<file path="src/rtl/pxfmt_port.sv">
module pxfmt_port #(
  parameter int ADDR_W       = 4,
  parameter int MASK_ADDR    = 6,
  parameter int UNLOCK_READS = 4
) (
  input  logic              clk,
  input  logic              rst,
  input  logic              acc_en,
  input  logic              acc_wr,
  input  logic [ADDR_W-1:0] acc_addr,
  input  logic [7:0]        acc_wdata,
  output logic [7:0]        acc_rdata,
  output logic [7:0]        pix_mask,
  output logic [1:0]        fmt_code
);
  localparam int CNT_W = $clog2(UNLOCK_READS + 1);
  localparam logic [CNT_W-1:0] CNT_ARM = CNT_W'(UNLOCK_READS);

  logic [7:0]       hidden_q;
  logic [CNT_W-1:0] rd_cnt;
  logic             hit, armed;

  assign hit   = acc_addr == ADDR_W'(MASK_ADDR);
  assign armed = rd_cnt == CNT_ARM;
  assign acc_rdata = !hit ? 8'h00 : (armed ? hidden_q : pix_mask);

  always_ff @(posedge clk) begin
    if (rst) begin
      pix_mask <= 8'hFF;
      hidden_q <= 8'h00;
      rd_cnt   <= '0;
    end else if (acc_en) begin
      if (!hit) begin
        rd_cnt <= '0;
      end else if (acc_wr) begin
        if (armed) hidden_q <= acc_wdata;
        else       pix_mask <= acc_wdata;
        rd_cnt <= '0;
      end else if (!armed) begin
        rd_cnt <= rd_cnt + 1'b1;
      end
    end
  end

  always_comb begin
    unique case (hidden_q)
      8'hC0:   fmt_code = 2'd1;
      8'hC1:   fmt_code = 2'd2;
      8'hC5:   fmt_code = 2'd3;
      default: fmt_code = 2'd0;
    endcase
  end

  p_cnt_bound_r3: assert property (@(posedge clk) disable iff (rst)
    rd_cnt <= CNT_ARM);

  p_armed_write_keeps_mask_r3: assert property (@(posedge clk) disable iff (rst)
    (acc_en && acc_wr && hit && armed) |=> $stable(pix_mask));

  p_plain_write_keeps_format_r4: assert property (@(posedge clk) disable iff (rst)
    (acc_en && acc_wr && hit && !armed) |=> $stable(fmt_code));

  p_other_addr_clears_r5: assert property (@(posedge clk) disable iff (rst)
    (acc_en && !hit) |=> !armed && $stable(pix_mask));

  p_armed_read_stays_r6: assert property (@(posedge clk) disable iff (rst)
    (acc_en && !acc_wr && hit && armed) |=> armed);

  p_write_disarms_r7: assert property (@(posedge clk) disable iff (rst)
    (acc_en && acc_wr && hit) |=> !armed);

  p_idle_holds_r9: assert property (@(posedge clk) disable iff (rst)
    !acc_en |=> $stable(rd_cnt) && $stable(pix_mask));
endmodule

</file>
<file path="config.mk">
export PLATFORM = sky130hd
export DESIGN_NAME = pxfmt_port
export DESIGN_NICKNAME = d
export VERILOG_FILES = /design/src/rtl/pxfmt_port.sv
export SDC_FILE = /design/constraint.sdc
export NUM_CORES = 1
export LEC_CHECK = 0
export ABC_AREA = 1
export CORE_ASPECT_RATIO = 1.25
export CORE_MARGIN = 2
export CORE_UTILIZATION = 35
export CTS_BUF_LIST = sky130_fd_sc_hd__clkbuf_8
export DETAILED_ROUTE_END_ITERATION = 16
export GPL_TIMING_DRIVEN = 0
export SKIP_CTS_REPAIR_TIMING = 1
export SLEW_MARGIN = 20
export SYNTH_ARGS = -nofsm -noshare
export SYNTH_HDL_FRONTEND = slang
export SYNTH_SLANG_ARGS = --single-unit
</file>
<file path="constraint.sdc">
create_clock -name clk -period 4.12 [get_ports clk]
set_clock_uncertainty 0.1 [all_clocks]
set_input_delay 0.824 -clock clk [delete_from_list [all_inputs] [get_ports clk]]
set_output_delay 0.824 -clock clk [all_outputs]
set_load 0.02 [all_outputs]
</file>
==> Word level (Yosys, flattened, before mapping) <==
Cells that the tools add are included.
{ "word_totals": {"rom_bits": 0, "elab_cells": 20, "latch_bits": 0, "output_inout_bits": 18, "in_bits": 16, "ff_bits": 19, "n_memories": 0, "mem_bits_rw": 0} }
{ "classes": {"div": 0, "order_cmp": 0, "addsub": 1, "n_eq_ne": 6, "n_mux": 6, "mul": 0, "n_bitwise": 1, "shift": 0, "n_reduce_logical": 3} }
{ "op_table": {"columns": ["op", "n"], "rows": [
  ["8-bit equality test (second input constant)", 3],
  ["8-bit two-way mux", 2],
  ["3-bit two-way mux", 3],
  ["4-bit AND reduction", 2],
  ["2-bit case mux with 3 select lines", 1],
  ["4-bit by 3-bit equality test with 1-bit output (second input constant)", 1],
  ["3-bit by 1-bit adder with 3-bit output (second input constant)", 1],
  ["3-bit equality test (second input constant)", 1],
  ["3-bit inequality test (second input constant)", 1],
  ["2-bit AND reduction", 1],
  ["1-bit inverter", 1]
]} }

==> Logic depth before layout (Yosys ltp) <==
{ "logic_depth": {"ltp_word": 4, "mapped_depth": 9, "depth_no_buf": 8} }

==> Worst setup path after synthesis <==
No wires, ideal clock.
{ "synth_timing": {"kind": "input-to-output", "start": "in acc_addr[2]", "end": "out acc_rdata[6]", "t_required_ns": 3.196, "path_buffers": 0, "arrival_time_ns": 1.870, "path_slack_ns": 1.326, "path_stages": 4, "cell_sequence": "nand2_1 nor3_4 inv_1 a211oi_1"} }
{ "synth_between": {"elab_chain_cells": 2} }
{ "synth_lines": {"columns": ["item", "line", "source"], "rows": [
  ["start, declared", "10", "input logic [ADDR_W-1:0] acc_addr,"],
  ["4-bit by 3-bit equality test with 1-bit output", "23", "assign hit = acc_addr == ADDR_W'(MASK_ADDR);"],
  ["8-bit two-way mux", "25", "assign acc_rdata = !hit ? 8'h00 : (armed ? hidden_q : pix_mask);"],
  ["end, declared", "12", "output logic [7:0] acc_rdata,"]
]} }
Every way passes these cells.

==> Final worst setup path <==
{ "layout_timing": {"start": "in acc_addr[2]", "end": "out acc_rdata[5]"} }
The elaborated chain is that of the path after synthesis.

==> impl_results.md <==
- Status: complete, no violations
- Global route overflow: 0
- Number of nets with antenna violations after routing: 0
- CTS clk-pin slew, worst paths: around 0.070 ns
- Max H-tree Level: 1
- Core area: 3000 µm²
- Clock latency on the worst-skew pair: 0.25 ns
- CP Data Required Time: 3.20 ns
- Vias in the first global route: 1049
- WS Path Type: input pin to output pin
- Initial drt markers: 25
- Startpoint types: input pin
- Ys flop type: dfxtp_1
- Die Y: 67.1 µm
- Worst vdd ir: 0.191 mV
- Ant diodes: 0
- Number of nets in the layout: 217
- Synth warnings: 0
- Root buffer cell: clkbuf_8
- Drt wl/cell: 11.8 µm
- LEAKAGE: ~0.75 nW
- Post-synth net total: 179
- RD Place Congestion: approximately 0.76
- Non-filler cells, final: between 200 and 250
- Initial antenna violation count: 0
- Register area share after synthesis: 34.1%
- Total Wirelength: 2.77 mm
- Final hold violation count: 0
- Layout cell share with drive strength beyond 1: approximately 15%
- Synth Cell Area: roughly 1100 µm²
- Final setup TNS: 0 ns
- DPL Wire Length: 2.18 mm
- Largest net degree at the start of global routing: 11
- Worst Hold Class: flip-flop to flip-flop
- Fillers: around 320
- Min cycle time layout: ~3.8 ns
- Most frequent cells in the layout: clkdlybuf4s50_1 (33), nand2_1 (28), inv_1 (25)
- Pwr/cell area: 240 nW/µm²
- Total CTS buffers: 3
- Synth unique cells: 22
- Slowest cell on crit path: clkdlybuf4s50_1
- Commonest non-fill, non-tap cell in the layout: clkdlybuf4s50_1
- FMAX: 263 MHz
- Fin crit share: 92.1%
- Max Cap Viol: 0
- Area grow syn2layout: 37.7%
- Normalized max-slew margin: 72.3%
- Drt drc: 0
- Synth Instances: 161
- Crit Path Max Fanout: 10
- FF+latch count, synth: 19
- Detailed Routing Iterations Pass 1: 6
- Pwr Total: ~0.37 mW
- CP Capture Type: output pin
- Yosys top cell area share: 34.1%
- First-pass GRT wire length: about 4.5 mm
- Die area: between 3000 and 4000 µm²
- Share of synthesized registers carrying an async set or reset: 0%
- TritonCTS clock tree: yes
- Row count: 22
- Count of flip-flops with a built-in enable after synthesis: 0
- Worst Max-Slew Pin Slew: 0.416 ns
- Initial core utilization: 37.2%
- DR vias/cell: 4.87
- # IOs: 34
- RSZ-0062 raised after global routing: no
- # setup viols final: 0
- Synth area leader: dfxtp_1
- Worst hold slack: roughly 0.38 ns
- Port Buffers: 33
- Die width: between 50 and 60 µm
- Avg Cell Area, Syn: 6.93 µm²
- DP Cell Count: 230
- CP peak stage delay: 0.59 ns
- Synth top area cells: dfxtp_1 (34%), nor2_2 (9.5%), nand2_1 (9.4%), inv_1 (8.1%), nor2_1 (6.4%)
- CP cell instances: clkdlybuf4s50_1, nand2_1, nor3_4, inv_1, nor2_1, o21ai_0, inv_1, clkdlybuf4s50_1
- Clock sink count: 19
- Final Slew Violations: 0
- CTS max path bufs: 2
- Vias: approximately 1100
- Critical Path AT: 2.87 ns
- GR Util All Layers: 16.7%
-- critical path, delay by kind of cell --
kind	cells	cell delay (ns)
AND/OR/NAND/NOR	3	0.56
AO/OA/AOI/OAI	1	0.12
buffers and inverters	4	1.35
-- logic make-up (layout without fill, tap and decap cells) --
kind of cell    Yosys count  in the layout  synth area share (%)
compound gates           13             13                  6.05
simple gates             96             96                  45.1
flops                    19             19                  34.1
buf+inv                  30             67                  11.8
xor+xnor                  1              1                 0.785
fa+ha+maj                 2              2                  2.24
-- Yosys cell counts, types with 2 or more instances --
cell type  count
nand2_1       28
inv_1         24
dfxtp_1       19
nor2_1        19
nor2_2        17
nand3_1       13
nand4_1       11
o21ai_0        7
a21oi_1        5
nand2_2        4
clkbuf_1       2
ha_1           2
-- per-stage QoR --
step	util, %	worst slack, ns	cell area [µm²]
floorplan	-	1.33	1120
global placement	49.7	0.330	1490
detailed placement	49.7	0.316	1490
CTS	51.2	0.309	1540
global route	51.2	0.144	1540
finish	51.2	0.324	1540
-- registers in the layout, indices dropped and copies added (netlist names) --
| signal | flops |
|---|---|
| hidden_q | 8 |
| pix_mask | 8 |
| rd_cnt | 3 |
-- area by class of cell --
type	instances	area (µm²)	area share, %
Inverter	26	98.8	6.43
Sequential cell	19	380	24.8
Multi-Input combinational cell	112	604	39.3
Tap cell	36	45.0	2.93
Clock buffer	3	41.3	2.69
Clock inverter	1	3.75	0.244
Buffer	4	32.5	2.12
Timing Repair Buffer	33	330	21.5
-- report_power, final --
group,internal [mW],switching (mW)
combinational,0.0252,0.0280
clock,0.0663,0.0626
sequential,0.186,0.00166
total,0.277,0.0923
-- path summary, 6_finish.rpt --
| kind | startpoint | cells after the start | slack, ns | endpoint |
|---|---|---|---|---|
| max | acc_addr[2] | 8 | 0.32 | acc_rdata[5] |
| min | pix_mask[1]$_SDFFE_PP1P_ | 2 | 0.38 | pix_mask[1]$_SDFFE_PP1P_ |
| max reg2reg | rd_cnt[0]$_SDFFE_PP0P_ | 6 | 2.50 | pix_mask[1]$_SDFFE_PP1P_ |
| min reg2reg | pix_mask[1]$_SDFFE_PP1P_ | 2 | 0.38 | pix_mask[1]$_SDFFE_PP1P_ |
-- metal layers --
layer / GRT usage, % / wire, µm / vias to the layer above
met5: 0 / 0 / -
met4: 5.31 / 27 / 0
met3: 2.21 / 117 / 4
met2: 31.2 / 1430 / 33
met1: 18.9 / 1190 / 516
li1: - / - / 586
(Power assumes the default switching activity.)
